--- src/rtl/wdt_pkg.sv ---
// Package: shared control-byte type and sizing constants for the watchdog.
// Assumes an 8-bit control byte whose field positions are fixed by software.
package wdt_pkg;
    localparam int SEL_W = 4;

    typedef struct packed {
        logic             flag_clr;  // bit 7: write one to clear the flag
        logic             ie;        // bit 6: interrupt enable
        logic             unlock;    // bit 5: opens the change window
        logic             re;        // bit 4: reset enable
        logic [SEL_W-1:0] sel;       // bits 3:0: period select
    } wdt_ctrl_t;
endpackage

--- src/rtl/wdt_unlock.sv ---
// Module: protected configuration holder. An unlock write (unlock and re both
// set) opens a window of WIN clock edges; a write without the unlock bit inside
// the window commits re and sel. Everything else leaves them untouched.
// Assumes at most one control write per cycle.
module wdt_unlock
    import wdt_pkg::*;
#(
    parameter int WIN = 4
) (
    input  logic             clk,
    input  logic             rst_n,
    input  logic             wr,
    input  wdt_ctrl_t        wdata,
    output logic             cfg_re,
    output logic [SEL_W-1:0] cfg_sel,
    output logic             win_open
);
    localparam int WIN_W = $clog2(WIN + 1);

    logic [WIN_W-1:0] win_q;
    logic             key;
    logic             commit;

    assign key      = wr && wdata.unlock && wdata.re;
    assign win_open = (win_q != '0);
    assign commit   = wr && win_open && !wdata.unlock;

    // Window counter: reload on unlock, close on any other write, else count down.
    always_ff @(posedge clk) begin
        if (!rst_n)        win_q <= '0;
        else if (key)      win_q <= WIN_W'(WIN);
        else if (wr)       win_q <= '0;
        else if (win_open) win_q <= win_q - 1'b1;
    end

    // Protected fields: load only on a committed write.
    always_ff @(posedge clk) begin
        if (!rst_n) begin
            cfg_re  <= 1'b0;
            cfg_sel <= '0;
        end else if (commit) begin
            cfg_re  <= wdata.re;
            cfg_sel <= wdata.sel;
        end
    end
endmodule

--- src/rtl/wdt_prescaler.sv ---
// Module: tick counter with selectable power-of-two terminal count.
// Expiry when the count has reached 2^(BASE_LOG2+sel)-1 on a tick; select codes
// beyond STEPS-1 saturate. Assumes STEPS <= 2^SEL_W and BASE_LOG2 >= 1.
module wdt_prescaler
    import wdt_pkg::*;
#(
    parameter int BASE_LOG2 = 11,
    parameter int STEPS     = 10
) (
    input  logic             clk,
    input  logic             rst_n,
    input  logic             run,
    input  logic             tick,
    input  logic             kick,
    input  logic [SEL_W-1:0] sel,
    output logic             expire
);
    localparam int CNT_W   = BASE_LOG2 + STEPS - 1;
    localparam int MAX_SEL = STEPS - 1;

    logic [CNT_W-1:0] cnt_q;
    logic [CNT_W-1:0] term;
    logic [SEL_W-1:0] eff_sel;

    // Saturate reserved select codes and form the terminal count.
    always_comb begin
        eff_sel = (int'(sel) > MAX_SEL) ? SEL_W'(MAX_SEL) : sel;
        term    = {CNT_W{1'b1}} >> (MAX_SEL - int'(eff_sel));
    end

    assign expire = run && tick && !kick && (cnt_q >= term);

    // Count ticks; kick or disarm clears, expiry wraps to zero.
    always_ff @(posedge clk) begin
        if (!rst_n || kick || !run) cnt_q <= '0;
        else if (expire)            cnt_q <= '0;
        else if (tick)              cnt_q <= cnt_q + 1'b1;
    end
endmodule

--- src/rtl/wdt_mode.sv ---
// Module: mode logic. Holds interrupt enable and the flag, and produces the
// registered reset pulse. In combined mode the vector acknowledge drops
// interrupt enable so the next expiry resets.
// Assumes expire is never high on two consecutive cycles.
module wdt_mode
    import wdt_pkg::*;
(
    input  logic      clk,
    input  logic      rst_n,
    input  logic      expire,
    input  logic      cfg_re,
    input  logic      wr,
    input  wdt_ctrl_t wdata,
    input  logic      vec_ack,
    output logic      ie_en,
    output logic      flag,
    output logic      rst_pulse,
    output logic      irq
);
    // Interrupt enable: software write wins, otherwise service downgrade.
    always_ff @(posedge clk) begin
        if (!rst_n)                 ie_en <= 1'b0;
        else if (wr)                ie_en <= wdata.ie;
        else if (vec_ack && cfg_re) ie_en <= 1'b0;
    end

    // Timeout flag: set by an expiry with interrupts on, cleared by service or write.
    always_ff @(posedge clk) begin
        if (!rst_n)                                flag <= 1'b0;
        else if (expire && ie_en)                  flag <= 1'b1;
        else if (vec_ack || (wr && wdata.flag_clr)) flag <= 1'b0;
    end

    // Reset pulse: expiry with reset enabled and no pending-free interrupt stage.
    always_ff @(posedge clk) begin
        if (!rst_n) rst_pulse <= 1'b0;
        else        rst_pulse <= expire && cfg_re && (!ie_en || flag);
    end

    assign irq = flag && ie_en;
endmodule

--- src/rtl/wdt_guard.sv ---
// Module: watchdog top. Ties the protected configuration, the tick counter and
// the mode logic together. The counter runs while either enable is set.
// Assumes tick is a single-cycle enable synchronous to clk.
module wdt_guard
    import wdt_pkg::*;
#(
    parameter int BASE_LOG2 = 11,
    parameter int STEPS     = 10,
    parameter int WIN       = 4
) (
    input  logic       clk,
    input  logic       rst_n,
    input  logic       tick,
    input  logic       kick,
    input  logic       ctrl_wr,
    input  logic [7:0] ctrl_wdata,
    input  logic       vec_ack,
    output logic       irq,
    output logic       rst_pulse,
    output logic       flag
);
    wdt_ctrl_t        wdata;
    logic             cfg_re;
    logic [SEL_W-1:0] cfg_sel;
    logic             win_open;
    logic             ie_en;
    logic             expire;
    logic             run;

    assign wdata = wdt_ctrl_t'(ctrl_wdata);
    assign run   = cfg_re || ie_en;

    wdt_unlock #(.WIN(WIN)) u_unlock (
        .clk(clk), .rst_n(rst_n), .wr(ctrl_wr), .wdata(wdata),
        .cfg_re(cfg_re), .cfg_sel(cfg_sel), .win_open(win_open)
    );

    wdt_prescaler #(.BASE_LOG2(BASE_LOG2), .STEPS(STEPS)) u_presc (
        .clk(clk), .rst_n(rst_n), .run(run), .tick(tick), .kick(kick),
        .sel(cfg_sel), .expire(expire)
    );

    wdt_mode u_mode (
        .clk(clk), .rst_n(rst_n), .expire(expire), .cfg_re(cfg_re),
        .wr(ctrl_wr), .wdata(wdata), .vec_ack(vec_ack), .ie_en(ie_en),
        .flag(flag), .rst_pulse(rst_pulse), .irq(irq)
    );
endmodule

--- config.mk ---
export PLATFORM = sky130hd
export DESIGN_NAME = wdt_guard
export DESIGN_NICKNAME = d
export VERILOG_FILES = /design/src/rtl/wdt_pkg.sv /design/src/rtl/wdt_unlock.sv /design/src/rtl/wdt_prescaler.sv /design/src/rtl/wdt_mode.sv /design/src/rtl/wdt_guard.sv
export SDC_FILE = /design/constraint.sdc
export NUM_CORES = 1
export LEC_CHECK = 0
export BUFFER_PORTS_ARGS = -buffer_cell sky130_fd_sc_hd__buf_2
export CAP_MARGIN = 20
export CELL_PAD_IN_SITES_DETAIL_PLACEMENT = 1
export CELL_PAD_IN_SITES_GLOBAL_PLACEMENT = 2
export CORE_UTILIZATION = 35
export DETAILED_ROUTE_END_ITERATION = 8
export PLACE_DENSITY = 0.88
export SLEW_MARGIN = 5
export SYNTH_ARGS = -nofsm -noshare
export SYNTH_HDL_FRONTEND = slang
export SYNTH_HIERARCHICAL = 1
export SYNTH_SLANG_ARGS = --single-unit
--- constraint.sdc ---
create_clock -name clk -period 10.09 [get_ports clk]
set_input_delay 0.5045 -clock clk [delete_from_list [all_inputs] [get_ports clk]]
set_output_delay 0.5045 -clock clk [all_outputs]
set_load 0.02 [all_outputs]
After elaboration in Yosys (flattened, before gate mapping)
Cells that the tools add are included.
{"block": "op_classes", "n_mux": 8, "reduce_logical": 29, "shift": 1, "bitwise": 1, "add_sub_neg": 3, "order_cmp": 2}
{"cell": ">> shifter 20 x 32 -> 20 bit (first input constant)", "n": 1}
{"cell": "adder 20 x 1 -> 20 bit (second input constant)", "n": 1}
{"cell": ">= comparator 20 bit", "n": 1}
{"cell": "logical AND 1 bit", "n": 13}
{"cell": "two-way mux 3 bit", "n": 3}
{"cell": "nonzero test 3 bit", "n": 2}
{"cell": "logical NOT 1 bit", "n": 5}
{"cell": "logical OR 1 bit", "n": 5}
{"cell": "subtractor 4 x 4 -> 5 bit (first input constant)", "n": 1}
{"cell": "> comparator 4 bit (second input constant)", "n": 1}
{"cell": "two-way mux 1 bit", "n": 4}
{"cell": "two-way mux 4 bit", "n": 1}
{"cell": "nonzero test 2 bit", "n": 2}
{"cell": "OR reduction 3 bit", "n": 1}
{"cell": "subtractor 3 x 1 -> 3 bit (second input constant)", "n": 1}
{"cell": "OR reduction 2 bit", "n": 1}
{"cell": "NOT 1 bit", "n": 1}
{"block": "word_totals", "register_bits": 31, "output_inout_bits": 3, "in_bits": 14, "wordCells": 52}

Longest topological paths before layout
{"block": "logic_depth", "word_depth": 8, "mapped_depth": 16, "mapped_depth_nobuf": 14}

Hierarchy
The synthesis kept the hierarchy.
{"module": "wdt_prescaler", "cells_per_inst": 192, "n_inst": 1, "seq_area_each_um2": 400.4, "area_each_um2": 1632.8}
{"module": "wdt_unlock", "cells_per_inst": 41, "n_inst": 1, "seq_area_each_um2": 160.2, "area_each_um2": 391.6}
{"module": "wdt_mode", "cells_per_inst": 14, "n_inst": 1, "seq_area_each_um2": 60.1, "area_each_um2": 130.1}
{"module": "wdt_guard", "cells_per_inst": 1, "n_inst": 1, "seq_area_each_um2": 0.0, "area_each_um2": 6.3}

Worst setup path after synthesis
OpenSTA, ideal clock, no wires.
{"block": "synth_timing", "path_kind": "flip-flop to flip-flop", "startpoint": "register u_unlock.cfg_sel[3]", "endpoint": "register u_mode.flag", "n_path_buf": 2, "setup_slack_ns": 6.780, "arrival_ns": 3.195, "period_less_slack_ns": 3.310, "path_stages_with_launch": 17, "cell_sequence": "dfxtp_1 > nand2b_1 > clkbuf_1 > ha_1 > xnor2_1 > inv_1 > nor2_1 > nand2_1 > ha_1 > a21oi_1 > nand2_1 > a221oi_1 > nor2_1 > buf_1 > or2_1 > and2_1 > o21a_1"}
{"block": "synth_via", "elab_chain_cells": 8, "word_cells_on_any_way": 9, "classes_between": "add/sub (1); order compare (2); shift (1); mux (2); reduce/logical (3)"}
{"item": "from (decl)", "line_no": "wdt_unlock.sv:15", "text": "output logic [SEL_W-1:0] cfg_sel,"}
{"item": "from (signal assigned)", "line_no": "wdt_unlock.sv:43", "text": "cfg_sel <= wdata.sel;"}
{"item": "> comparator 4 bit", "line_no": "wdt_prescaler.sv:27", "text": "eff_sel = (int'(sel) > MAX_SEL) ? SEL_W'(MAX_SEL) : sel;"}
{"item": "two-way mux 4 bit *", "line_no": "wdt_prescaler.sv:27"}
{"item": "subtractor 4 x 4 -> 5 bit *", "line_no": "wdt_prescaler.sv:28", "text": "term = {CNT_W{1'b1}} >> (MAX_SEL - int'(eff_sel));"}
{"item": ">> shifter 20 x 32 -> 20 bit *", "line_no": "wdt_prescaler.sv:28"}
{"item": ">= comparator 20 bit *", "line_no": "wdt_prescaler.sv:31", "text": "assign expire = run && tick && !kick && (cnt_q >= term);"}
{"item": "logical AND 1 bit *", "line_no": "wdt_prescaler.sv:31"}
{"item": "net expire", "line_no": "wdt_guard.sv:27", "text": "logic expire;"}
{"item": "logical AND 1 bit *", "line_no": "wdt_mode.sv:30", "text": "else if (expire && ie_en) flag <= 1'b1;"}
{"item": "two-way mux 1 bit / nonzero test 2 bit (equally long branches)"}
{"item": "to (signal assigned)", "line_no": "wdt_mode.sv:29", "text": "if (!rst_n) flag <= 1'b0;"}
{"item": "to (signal assigned)", "line_no": "wdt_mode.sv:30"}
{"item": "to (signal assigned)", "line_no": "wdt_mode.sv:31", "text": "else if (vec_ack || (wr && wdata.flag_clr)) flag <= 1'b0;"}
{"item": "to (decl)", "line_no": "wdt_mode.sv:16", "text": "output logic flag,"}
The timed path passes the listed nets; every way through them passes the cells marked *.
A chain may end at the register's enable or synchronous reset.

Final worst setup path
Ends and elaborated chain as after synthesis.

==> metrics.md <==
| Metric | Value |
|---|---|
| Outcome | `complete, no violations` |
| Routed WL per cell | `between 10 and 15 um` |
| First-pass GRT wire length | `approximately 8.2 mm` |
| Postcts setup bufs | `0` |
| Area of the multi-input gates | `1460 um2` |
| Hold Buf Count CTS | `0` |
| Slew @ Worst Pin | `between 500 and 600 ps` |
| Synth Cell Area | `2160 um2` |
| Core Box Area | `5920 um2` |
| Nets | `between 300 and 400` |
| Setup TNS | `0 ps` |
| Critical path arrival | `a little under 4000 ps` |
| # DRC | `0` |
| PD cells | `~110 nW/um2` |
| Ys Warns | `6` |
| Critical path, cell by cell | `nand2b_1 -> ha_1 -> xnor2_1 -> inv_1 -> nor2_1 -> o21ai_0 -> ha_1 -> nand4_1 -> nor3_1 -> nand2_1 -> o21ai_1 -> buf_4 -> or2_1 -> and2_1 -> o21a_1` |
| GPL Wtd Cong | `between 0.7 and 0.8` |
| Die Y | `80.6 um` |
| DR pass1 iterations | `4` |
| WP data required | `just over 10000 ps` |
| Avg Synthesized Cell Area | `slightly below 9 um2` |
| Die ar. | `6490 um2` |
| Critical path class | `flop to flop` |
| EDFF count, synth | `0` |
| CP startpoint kind | `flop` |
| Peak VDD IR | `0.0500 mV` |
| Flip-flop and latch count after synthesis | `31` |
| Main synth FF type | `dfxtp_1` |
| Async set-reset flop share out of synthesis | `0` |
| Worst Skew | `~6.7 ps` |
| Clk slew on worst S/H paths | `roughly 70 ps` |
| RSZ-0062 raised after global routing | `no` |
| Syn Inst Count | `~250` |
| Post-synth top area cell | `dfxtp_1` |
| Starting Density | `0.365` |
| DRT iter0 DRCs | `between 50 and 60` |
| Critical Path Sink Type | `flop` |
| Placed instance area | `between 2000 and 2500 um2` |
| Final setup violation count | `0` |
| Number of global-route vias before repair | `between 1500 and 2000` |
| WL final | `~4.8 mm` |
| Max frequency | `~280 MHz` |
| Die width | `80.6 um` |
| Most area-consuming cells after synthesis | `dfxtp_1 (29%), ha_1 (14%), nand2_1 (5.7%)` |
| Number of I/O pins | `17` |
| Initial antenna violation count | `0` |
| Most used cell, CP | `ha_1` |
| DR vias/cell | `between 5 and 6` |
| Clk buf depth | `2` |
| Top cell type's share of synthesized area | `0.287` |
| Hold WC Path Type | `input port to flop` |
| Final Cycle Share | `0.360` |
| Largest net degree at the start of global routing | `21` |
| Layout cells sized above 1 | `0.159` |
| MaxCap Viol Count | `0` |
| CP max FO | `16` |
| Row count | `28` |
| Top post-synthesis cells by count | `nand2_1 (33), dfxtp_1 (31), ha_1 (25)` |
| Final slew viol count | `0` |
| Vias after detailed routing | `between 1500 and 2000` |
| Crit path largest cell delay | `~420 ps` |
| DP Wirelength | `3.72 mm` |
| Total GRT Usage | `0.165` |
| Count leader, synth | `nand2_1` |
| Routed Antenna Nets | `0` |
| Design area | `around 2400 um2` |
| Sinks on Clock Net | `31` |
| Slowest cell on the critical path | `xnor2_1` |
| CTS tree | `done` |
| Post-layout min period | `about 3600 ps` |
| Unique masters post-synth | `between 40 and 50` |
| Synth-to-Final Area Change | `11.5%` |
| IO buf count | `16` |
| Rel. slew slack | `0.611` |
| Diodes inserted | `0` |
| Lkg Pwr | `slightly above 0.9 nW` |
| Post-cts sizing count | `0` |
| Register area | `621 um2` |
| CTS buffer count | `5` |
| H-Tree Depth | `2` |
| Gr ovfl total | `0` |
| Number of fill cells | `just over 700` |
| Worst-skew pair later-pin latency | `approximately 280 ps` |
| CTS Root Cell | `clkbuf_8` |
| Seq/Total Area, Yosys | `0.287` |
| Final hold vios | `0` |
## sequential cells by signal (all words and copies together), names as in the netlist
signal and flops:
u_presc/cnt_q 20, u_unlock/cfg_sel 4, u_unlock/win_q 3, u_mode/flag 1
u_mode/ie_en 1, u_mode/rst_pulse 1, u_unlock/cfg_re 1
## worst paths after layout
| kind | slack [ps] | endpoint | startpoint | cells after the start |
|---|---|---|---|---|
| min | 470 | u_unlock/cfg_sel[2]$_SDFFE_PN0P_ | ctrl_wdata[2] | 3 |
| min reg2reg | 500 | u_unlock/cfg_sel[1]$_SDFFE_PN0P_ | u_unlock/cfg_sel[1]$_SDFFE_PN0P_ | 2 |
| max | 6460 | u_mode/flag$_SDFFE_PN0P_ | u_unlock/cfg_sel[3]$_SDFFE_PN0P_ | 15 |
| max reg2reg | 6460 | u_mode/flag$_SDFFE_PN0P_ | u_unlock/cfg_sel[3]$_SDFFE_PN0P_ | 15 |
## kinds of logic (layout without fill, tap and decap cells)
kind of cell	Yosys count	in the layout	synth area share
other cells	2	5	0.00348
mux	7	7	0.0330
xor+xnor	21	21	0.0851
flops	31	31	0.287
fa+ha+maj	25	25	0.145
buf+inv	22	41	0.0411
simple gates	110	110	0.318
compound gates	30	30	0.0874
## layout make-up
class	instances	area share
multi-input cells	198	0.607
flip-flops and latches	31	0.258
repair buffers	18	0.0395
well taps	75	0.0389
clock buffers	7	0.0317
inverters	15	0.0234
clock inverters	1	0.00208
## where the power goes
| part | switching [mW] | internal (mW) | total (mW) |
|---|---|---|---|
| combinational | 0.0198 | 0.0144 | 0.0342 |
| sequential | 0.00210 | 0.124 | 0.126 |
| clock | 0.0475 | 0.0484 | 0.0959 |
## per-layer routing
layer | wire, um | vias up | track usage
met5 | 0 | - | 0
met4 | 78 | 0 | 0.0696
met3 | 84 | 6 | 0.0307
met2 | 2250 | 13 | 0.268
met1 | 2410 | 848 | 0.213
li1 | - | 912 | -
## per-stage QoR
step | setup slack (ps) | util | std cells | hold slack (ps) | power (mW)
floorplan | 6780 | - | 251 | 449 | 0.154
global placement | 6600 | 0.393 | 337 | 489 | 0.163
detailed placement | 6520 | 0.393 | 337 | 502 | 0.164
CTS | 6460 | 0.407 | 345 | 459 | 0.262
global route | 6150 | 0.407 | 345 | 466 | 0.270
finish | 6460 | 0.407 | 345 | 468 | 0.257
## worst max-delay path: cells and delay by family (launching register included)
| family | cells | cell delay (ps) |
|---|---|---|
| simple gates | 7 | 1360 |
| fa+ha+maj | 2 | 610 |
| compound gates | 3 | 430 |
| xor+xnor | 1 | 420 |
| buf+inv | 2 | 410 |
| flops | 1 | 360 |
## layout by cell type, fill, tap and decap left out, types with 4 or more instances in the layout
cell type,count
mux2i_1,6
buf_2,16
nand2b_1,4
o21ai_0,8
inv_1,15
dfxtp_1,31
nand3_1,6
nor3_1,6
nor4_2,4
a21oi_1,10
xor2_1,7
nor4b_1,12
conb_1,5
nor2_1,15
ha_1,25
xnor2_1,14
nand2_1,33
clkbuf_8,5
No activity file was read; power rests on OpenSTA's default activity.
